==> src/rtl/mbx_rx_pkg.sv <==
package mbx_rx_pkg;

  localparam logic [2:0] MODE_OFF   = 3'd0;
  localparam logic [2:0] MODE_RX    = 3'd1;
  localparam logic [2:0] MODE_RXOVW = 3'd2;
  localparam logic [2:0] MODE_TX    = 3'd3;
  localparam logic [2:0] MODE_CONS  = 3'd4;
  localparam logic [2:0] MODE_PROD  = 3'd5;

  // global register offsets
  localparam int OFS_MASK_SET = 'h004;
  localparam int OFS_MASK_CLR = 'h008;
  localparam int OFS_MASK     = 'h00C;
  localparam int OFS_FULL     = 'h010;
  localparam int OFS_LOSS     = 'h014;
  localparam int OFS_ARM      = 'h024;

  // slot window
  localparam int SLOT_BASE  = 'h200;
  localparam int STRIDE_SH  = 5;
  localparam logic [4:0] SUB_MODE = 5'h00;
  localparam logic [4:0] SUB_ID   = 5'h08;
  localparam logic [4:0] SUB_STAT = 5'h10;
  localparam logic [4:0] SUB_DLO  = 5'h14;
  localparam logic [4:0] SUB_DHI  = 5'h18;

  typedef struct packed {
    logic [29:0] idw;   // bit 29 extended flag, 28:0 aligned identifier
    logic        rtr;
    logic [3:0]  len;
    logic [63:0] data;
  } mbx_frame_t;

  typedef enum logic [2:0] {
    RK_ZERO, RK_WORD, RK_ID, RK_STAT, RK_DLO, RK_DHI
  } rkind_e;

endpackage

==> src/rtl/mbx_slot_pick.sv <==
module mbx_slot_pick #(
  parameter int NSLOT = 16,
  localparam int IDX_W = (NSLOT > 1) ? $clog2(NSLOT) : 1
) (
  input  logic [NSLOT-1:0] rx_en,
  input  logic [NSLOT-1:0] ovw_en,
  input  logic [NSLOT-1:0] full,
  output logic             hit,
  output logic [IDX_W-1:0] idx,
  output logic             over,
  output logic             drop
);
  logic [NSLOT-1:0] free_vec;
  logic             free_hit, ovw_hit;
  logic [IDX_W-1:0] free_idx, ovw_idx;

  assign free_vec = rx_en & ~full;

  // downward scan: the last match written is the lowest index
  always_comb begin
    free_hit = 1'b0;
    free_idx = '0;
    ovw_hit  = 1'b0;
    ovw_idx  = '0;
    for (int i = NSLOT - 1; i >= 0; i--) begin
      if (free_vec[i]) begin
        free_hit = 1'b1;
        free_idx = IDX_W'(i);
      end
      if (ovw_en[i]) begin
        ovw_hit = 1'b1;
        ovw_idx = IDX_W'(i);
      end
    end
  end

  assign hit  = free_hit | ovw_hit;
  assign idx  = free_hit ? free_idx : ovw_idx;
  assign over = !free_hit && ovw_hit;
  assign drop = !hit;

endmodule

==> src/rtl/mbx_frame_ram.sv <==
module mbx_frame_ram #(
  parameter int DEPTH = 16,
  parameter int WIDTH = 99,
  localparam int AW = (DEPTH > 1) ? $clog2(DEPTH) : 1
) (
  input  logic             clk,
  input  logic             wr_en,
  input  logic [AW-1:0]    wr_addr,
  input  logic [WIDTH-1:0] wr_data,
  input  logic             rd_en,
  input  logic [AW-1:0]    rd_addr,
  output logic [WIDTH-1:0] rd_data
);
  logic [WIDTH-1:0] mem [DEPTH];

  always_ff @(posedge clk) begin
    if (wr_en) mem[wr_addr] <= wr_data;
  end

  // read-first synchronous port
  always_ff @(posedge clk) begin
    if (rd_en) rd_data <= mem[rd_addr];
  end

endmodule

==> src/rtl/mbx_slot_state.sv <==
module mbx_slot_state
  import mbx_rx_pkg::*;
#(
  parameter int NSLOT = 16,
  localparam int IDX_W = (NSLOT > 1) ? $clog2(NSLOT) : 1
) (
  input  logic             clk,
  input  logic             rst,
  input  logic [NSLOT-1:0] mode_we,
  input  logic [2:0]       mode_wval,
  input  logic [NSLOT-1:0] arm_vec,
  input  logic             fill_en,
  input  logic [IDX_W-1:0] fill_idx,
  input  logic             fill_over,
  output logic [2:0]       mode_q [NSLOT],
  output logic [NSLOT-1:0] rx_en,
  output logic [NSLOT-1:0] ovw_en,
  output logic [NSLOT-1:0] full,
  output logic [NSLOT-1:0] ovf
);

  for (genvar g = 0; g < NSLOT; g++) begin : g_slot
    logic hit_me;
    assign hit_me    = fill_en && (fill_idx == IDX_W'(g));
    assign rx_en[g]  = (mode_q[g] == MODE_RX) || (mode_q[g] == MODE_RXOVW);
    assign ovw_en[g] = (mode_q[g] == MODE_RXOVW);

    always_ff @(posedge clk) begin
      if (rst) begin
        mode_q[g] <= MODE_OFF;
        full[g]   <= 1'b0;
        ovf[g]    <= 1'b0;
      end else if (mode_we[g]) begin
        mode_q[g] <= mode_wval;
        full[g]   <= 1'b0;
        ovf[g]    <= 1'b0;
      end else begin
        if (arm_vec[g] && rx_en[g]) begin
          full[g] <= 1'b0;
          ovf[g]  <= 1'b0;
        end
        if (hit_me) begin
          full[g] <= 1'b1;
          if (fill_over) ovf[g] <= 1'b1;
        end
      end
    end
  end

endmodule

==> src/rtl/mbx_rx_bank.sv <==
module mbx_rx_bank
  import mbx_rx_pkg::*;
#(
  parameter int NSLOT  = 16,
  parameter int ADDR_W = 12
) (
  input  logic              clk,
  input  logic              rst,
  input  logic              frm_valid,
  input  logic              frm_ext,
  input  logic              frm_rtr,
  input  logic [28:0]       frm_id,
  input  logic [3:0]        frm_len,
  input  logic [63:0]       frm_data,
  input  logic              reg_wr,
  input  logic              reg_rd,
  input  logic [ADDR_W-1:0] reg_addr,
  input  logic [31:0]       reg_wdata,
  output logic [31:0]       reg_rdata,
  output logic              reg_rvalid,
  output logic [NSLOT-1:0]  irq_vec,
  output logic              irq_any
);
  localparam int IDX_W    = (NSLOT > 1) ? $clog2(NSLOT) : 1;
  localparam int FRM_W    = $bits(mbx_frame_t);
  localparam int SLOT_END = SLOT_BASE + (NSLOT << STRIDE_SH);

  // ---------------- address decode ----------------
  logic              in_slot;
  logic [ADDR_W-1:0] slot_off;
  logic [IDX_W-1:0]  slot_idx;
  logic [4:0]        sub;

  assign in_slot  = (reg_addr >= ADDR_W'(SLOT_BASE)) && (reg_addr < ADDR_W'(SLOT_END));
  assign slot_off = reg_addr - ADDR_W'(SLOT_BASE);
  assign slot_idx = slot_off[STRIDE_SH +: IDX_W];
  assign sub      = reg_addr[4:0];

  logic             glob_wr;
  logic [NSLOT-1:0] mode_we;
  logic             arm_we;
  logic [NSLOT-1:0] arm_vec;

  assign glob_wr = reg_wr && !in_slot;
  assign mode_we = (reg_wr && in_slot && sub == SUB_MODE) ? (NSLOT'(1) << slot_idx) : '0;
  assign arm_we  = glob_wr && (reg_addr == ADDR_W'(OFS_ARM));
  assign arm_vec = arm_we ? reg_wdata[NSLOT-1:0] : '0;

  // ---------------- slot state and picker ----------------
  logic [2:0]       mode_q [NSLOT];
  logic [NSLOT-1:0] rx_en, ovw_en, full, ovf;
  logic             pick_hit, pick_over, pick_drop;
  logic [IDX_W-1:0] pick_idx;
  logic             fill_en;

  mbx_slot_pick #(.NSLOT(NSLOT)) u_pick (
    .rx_en  (rx_en),
    .ovw_en (ovw_en),
    .full   (full),
    .hit    (pick_hit),
    .idx    (pick_idx),
    .over   (pick_over),
    .drop   (pick_drop)
  );

  assign fill_en = frm_valid && pick_hit;

  mbx_slot_state #(.NSLOT(NSLOT)) u_state (
    .clk       (clk),
    .rst       (rst),
    .mode_we   (mode_we),
    .mode_wval (reg_wdata[26:24]),
    .arm_vec   (arm_vec),
    .fill_en   (fill_en),
    .fill_idx  (pick_idx),
    .fill_over (pick_over),
    .mode_q    (mode_q),
    .rx_en     (rx_en),
    .ovw_en    (ovw_en),
    .full      (full),
    .ovf       (ovf)
  );

  // ---------------- frame store ----------------
  mbx_frame_t       wr_frame, rd_frame;
  logic [FRM_W-1:0] rd_raw;
  logic             mem_rd;

  always_comb begin
    wr_frame.idw  = frm_ext ? {1'b1, frm_id} : {1'b0, frm_id[10:0], 18'b0};
    wr_frame.rtr  = frm_rtr;
    wr_frame.len  = frm_len;
    wr_frame.data = frm_data;
  end

  assign mem_rd = reg_rd && in_slot;

  mbx_frame_ram #(.DEPTH(NSLOT), .WIDTH(FRM_W)) u_ram (
    .clk     (clk),
    .wr_en   (fill_en),
    .wr_addr (pick_idx),
    .wr_data (wr_frame),
    .rd_en   (mem_rd),
    .rd_addr (slot_idx),
    .rd_data (rd_raw)
  );

  assign rd_frame = mbx_frame_t'(rd_raw);

  // ---------------- mask, loss, interrupts ----------------
  logic [NSLOT-1:0] mask_q;
  logic             loss_q;

  always_ff @(posedge clk) begin
    if (rst) begin
      mask_q  <= '0;
      loss_q  <= 1'b0;
      irq_vec <= '0;
      irq_any <= 1'b0;
    end else begin
      if (glob_wr && reg_addr == ADDR_W'(OFS_MASK_SET)) mask_q <= mask_q | reg_wdata[NSLOT-1:0];
      else if (glob_wr && reg_addr == ADDR_W'(OFS_MASK_CLR)) mask_q <= mask_q & ~reg_wdata[NSLOT-1:0];
      if (frm_valid && pick_drop) loss_q <= 1'b1;
      else if (glob_wr && reg_addr == ADDR_W'(OFS_LOSS) && reg_wdata[0]) loss_q <= 1'b0;
      irq_vec <= full & mask_q;
      irq_any <= |(full & mask_q);
    end
  end

  // ---------------- read path ----------------
  rkind_e      rkind_d, rkind_q;
  logic [31:0] rword_d, rword_q;
  logic [1:0]  rflag_d, rflag_q;

  always_comb begin
    rkind_d = RK_ZERO;
    rword_d = '0;
    rflag_d = '0;
    if (in_slot) begin
      unique case (sub)
        SUB_MODE: begin rkind_d = RK_WORD; rword_d = {5'b0, mode_q[slot_idx], 24'b0}; end
        SUB_ID:   rkind_d = RK_ID;
        SUB_STAT: begin rkind_d = RK_STAT; rflag_d = {ovf[slot_idx], full[slot_idx]}; end
        SUB_DLO:  rkind_d = RK_DLO;
        SUB_DHI:  rkind_d = RK_DHI;
        default:  rkind_d = RK_ZERO;
      endcase
    end else begin
      if (reg_addr == ADDR_W'(OFS_MASK)) begin
        rkind_d = RK_WORD; rword_d = 32'(mask_q);
      end else if (reg_addr == ADDR_W'(OFS_FULL)) begin
        rkind_d = RK_WORD; rword_d = 32'(full);
      end else if (reg_addr == ADDR_W'(OFS_LOSS)) begin
        rkind_d = RK_WORD; rword_d = {31'b0, loss_q};
      end
    end
  end

  always_ff @(posedge clk) begin
    if (rst) begin
      reg_rvalid <= 1'b0;
      rkind_q    <= RK_ZERO;
      rword_q    <= '0;
      rflag_q    <= '0;
    end else begin
      reg_rvalid <= reg_rd;
      if (reg_rd) begin
        rkind_q <= rkind_d;
        rword_q <= rword_d;
        rflag_q <= rflag_d;
      end
    end
  end

  always_comb begin
    unique case (rkind_q)
      RK_WORD: reg_rdata = rword_q;
      RK_ID:   reg_rdata = {2'b0, rd_frame.idw};
      RK_STAT: reg_rdata = {7'b0, rflag_q[1], rflag_q[0], 2'b0, rd_frame.rtr, rd_frame.len, 16'b0};
      RK_DLO:  reg_rdata = rd_frame.data[31:0];
      RK_DHI:  reg_rdata = rd_frame.data[63:32];
      default: reg_rdata = '0;
    endcase
  end

endmodule

==> config.mk <==
export PLATFORM = sky130hd
export DESIGN_NAME = mbx_rx_bank
export DESIGN_NICKNAME = d
export VERILOG_FILES = /design/src/rtl/mbx_rx_pkg.sv /design/src/rtl/mbx_slot_pick.sv /design/src/rtl/mbx_frame_ram.sv /design/src/rtl/mbx_slot_state.sv /design/src/rtl/mbx_rx_bank.sv
export SDC_FILE = /design/constraint.sdc
export NUM_CORES = 2
export LEC_CHECK = 0
export BUFFER_PORTS_ARGS = -buffer_cell sky130_fd_sc_hd__buf_2
export CAP_MARGIN = 0
export CORE_MARGIN = 4
export CORE_UTILIZATION = 30
export CTS_CLUSTER_SIZE = 8
export DETAILED_ROUTE_END_ITERATION = 12
export GPL_TIMING_DRIVEN = 0
export HOLD_SLACK_MARGIN = 0.1
export PLACE_DENSITY = 0.5
export SETUP_SLACK_MARGIN = 0.3
export SYNTH_ARGS = -nofsm -noshare
export SYNTH_HDL_FRONTEND = slang
export SYNTH_SLANG_ARGS = --single-unit
==> constraint.sdc <==
create_clock -name clk -period 7.2 [get_ports clk]
set_input_delay 0.36 -clock clk [delete_from_list [all_inputs] [get_ports clk]]
set_output_delay 0.36 -clock clk [all_outputs]
set_load 0.03 [all_outputs]
==> results by group <==
Worst setup path
  • Worst endpoint required time: 6840 ps
  • CP dominant cell by count: clkbuf_1
  • Reg2Reg Depth: 11
  • CP peak stage delay: 710 ps
  • Worst path slowest cell: nor2_1
  • Critical Path Stages: 7
  • Setup crit end kind: primary output
  • CP Launch Type: register
  • Max FO, Critical Path: 10
  • Setup CP Type: reg -> out
  • Arr. time, crit path: 4390 ps
  • Worst-path cell chain: clkbuf_1 > nand2b_1 > nor2_1 > clkbuf_1 > a22oi_1 > nand2_1 > buf_2
  • Worst path top cell family by delay: simple AND/OR/NAND/NOR gates
  • WP buf/inv: 3

Pwr
  • Reg power frac: 0.489
  • Logic gate share of total power: 0.041
  • Peak supply drop: 0.1695 mV
  • Switch Pwr: 4869 uW
  • Clock power share: 0.470
  • Int Pwr: 18870 uW
  • Pwr dens: 277.6 mW/mm2
  • Switching share of power: 0.2051
  • Leak: 0.02721 uW

Detailed routing
  • Via count: 36.68k
  • Post-route DRC violation count: 0
  • DR iter-0 viols: 4153
  • Met1 WL: 92350 um
  • First-pass iteration count of the detailed router: 6
  • Met3 wire len: 14800 um
  • WL/cell: 30.19 um
  • WL met2: 101800 um
  • Antenna Nets Post-Route: 0
  • Top sig layer: met5
  • Final WL: 214100 um
  • Vias/cell: 5.174

Logic synthesis
  • Post-synthesis sequential area ratio: 0.7591
  • Syn_nets: 3400
  • Mapped Cells: 3252
  • Post-synth top flop: edfxtp_1
  • Ys Warns: 0
  • Post-synth EDFFs: 1683
  • Top post-synthesis cells by area: edfxtp_1 (72%), mux4_2 (17%), dfxtp_1 (4.0%)
  • Yosys top cell area share: 0.7195
  • Area leader, netlist: edfxtp_1
  • Yosys reg bits: 1822
  • Ys async rst share: 0
  • Distinct cells, synth: 72
  • Syn_area_per_cell: 21.60 um2
  • Synthesized cell area: 0.07024 mm2

STA
  • Setup TNS: 0 ps
  • Min Hold Slack: 169.0 ps
  • Final worst-path cycle share: 0.6592
  • Final setup viols: 0
  • Worst Clk Skew: 51.40 ps
  • Max-slew headroom: 0.02561
  • Fmax: 0.2107 GHz
  • Actual slew at the worst max-slew pin: 1462 ps
  • Final Hold Vio Count: 0
  • RSZ-0062 raised after global routing: false
  • Slew Limit Fails: 0
  • Min Tclk post-route: 4746 ps

Die
  • Die area: 0.2420 mm2
  • Site row count: 177
  • Die width: 491.9 um
  • Placeable Area: 0.2328 mm2
  • Ports: 198
  • Die Y-Extent: 491.9 um
  • Starting density of the core: 0.3018

CTS
  • Clk_lat worst skew: 900 ps
  • Max clock buf depth: 4
  • CTS clk-pin slew, worst paths: 50 ps
  • PostCTS Resize Cnt: 0
  • H-tree level count: 5
  • Root Driver: clkbuf_16
  • CTS Buf Count: 278
  • Setup bufs post-CTS: 0
  • CTS tree: built
  • Clock sink total: 1822
  • Hold-fix buffers, CTS: 117

GRT
  • Total global-route track usage: 0.1741
  • Vias in the first global route: 36.77k
  • Global-route wire length before repair: 297000 um
  • Congestion Overflow GR: 0
  • Largest net degree at the start of global routing: 63
  • Initial antenna violation count: 21

Cells and area
  • Share of post-route cells with drive strength above 1: 0.2973
  • Design area: 0.08553 mm2
  • P&R area growth vs syn: 21.76%
  • Fin nets: 4069

Place
  • Port bufs: 182
  • Dpl hpwl: 144000 um
  • DP Area: 0.07711 mm2
  • GP Congestion: 0.8870

Worst hold path
  • Worst Hold Class: in -> reg
  • Hold depth: 2

Run status
  • Status: finished, final reports clean

Job
  • Max-Cap Viols: 0
## placed cells by master, fill, tap and decap left out, drive strengths merged, types with 65 or more instances in the layout
cell / instances
a22oi: 79
buf: 347
clkbuf: 397
dfxtp: 139
dlygate4sd3: 117
edfxtp: 1683
mux4: 520
nand2: 80
nand3: 65
nor2: 165
## cell usage after synthesis, types with 3 or more instances
library cell,n
edfxtp_1,1683
mux4_2,520
nor2_1,164
dfxtp_1,139
clkbuf_1,99
nand2_1,80
a22oi_1,79
nand3_1,65
mux2i_1,56
buf_1,48
buf_2,26
and2_1,23
a21oi_1,21
nor3b_1,18
o31ai_1,18
a22o_1,17
xnor2_1,14
nor2b_1,13
nand2b_1,12
o21ai_0,12
or2_2,12
mux2_2,11
o21ai_1,11
nand4_1,9
nor3_1,9
inv_1,7
a32oi_1,5
o22ai_1,5
or3_1,5
nand4b_1,4
o211ai_1,4
o32a_1,4
xor2_1,4
nor4_1,3
## stage by stage
step / util / worst slack (ps) / power, uW / std cells
6_report: 0.3675 / 2454 / 23740 / 7090
5_1_grt: 0.3674 / 2276 / 24500 / 7083
4_1_cts: 0.3674 / 2459 / 24020 / 7081
2_1_floorplan: - / 610.8 / 12300 / 3252
3_5_place_dp: 0.3313 / 2720 / 12740 / 6656
3_3_place_gp: 0.3225 / -6940 / 12730 / 6566
## metal layers
layer  track usage  vias to the layer above
li1              -                    14950
met1        0.2440                    19960
met2        0.2784                     1456
met3       0.03380                      318
met4       0.04597                        8
met5             0                        -
## cell families after synthesis
kind of cell | share of synthesized area
DFF | 0.7591
muxes | 0.1765
AOI/OAI and AO/OA | 0.02132
xor gates and xnor gates | 0.002244
and+or+nand+nor | 0.03060
buffers and inverters | 0.01030
## registers in the layout, indices dropped and copies added (netlist names), named ones only
| register | flops |
|---|---|
| u_ram.mem | 1584 |
| u_ram.rd_data | 99 |
| irq_vec | 16 |
| u_state.full | 16 |
| u_state.ovf | 16 |
| irq_any | 1 |
| rword_q | 19 |
| rflag_q | 2 |
| u_state.mode_q | 48 |
| reg_rvalid | 1 |
| rkind_q | 3 |
| loss_q | 1 |
## power groups by stage
stage / Sequential, uW / Clock [uW] / Combinational (uW)
after detailed placement: 11800 / 0 / 939
after CTS: 11600 / 11400 / 993
after global routing: 11600 / 11900 / 1030
after floorplan: 11800 / 0 / 494
after global placement: 11800 / 0 / 924
final: 11600 / 11200 / 969
## worst paths after layout
path,end,slack [ps],from
worst min register to register,u_state.ovf[6],460,u_state.ovf[6]
worst min-delay path,u_ram.mem[13][91],170,frm_id[22]
worst max register to register,u_ram.mem[5][40],2570,u_state.mode_q[12]
worst max-delay path,reg_rdata[8],2450,rkind_q[1]
## worst register-to-register path: stages (launching register included)
cell	delay (ps)
dfxtp_1	410
xor2_1	440
a2111oi_0	200
a211oi_1	270
nor4_1	90
o31ai_1	530
a21oi_1	570
nor2_4	770
buf_12	290
buf_12	240
buf_12	220
buf_12	260
## layout make-up
class	instances	area (um2)
clock buffers	298	7138
diodes	9	22.52
well taps	3132	3919
plain buffers	174	696.9
flip-flops and latches	1822	53320
fillers	21210	147200
clock inverters	10	90.09
repair buffers	389	3981
inverters	9	36.28
multi-input cells	1247	16330
(Power assumes the default switching activity.)
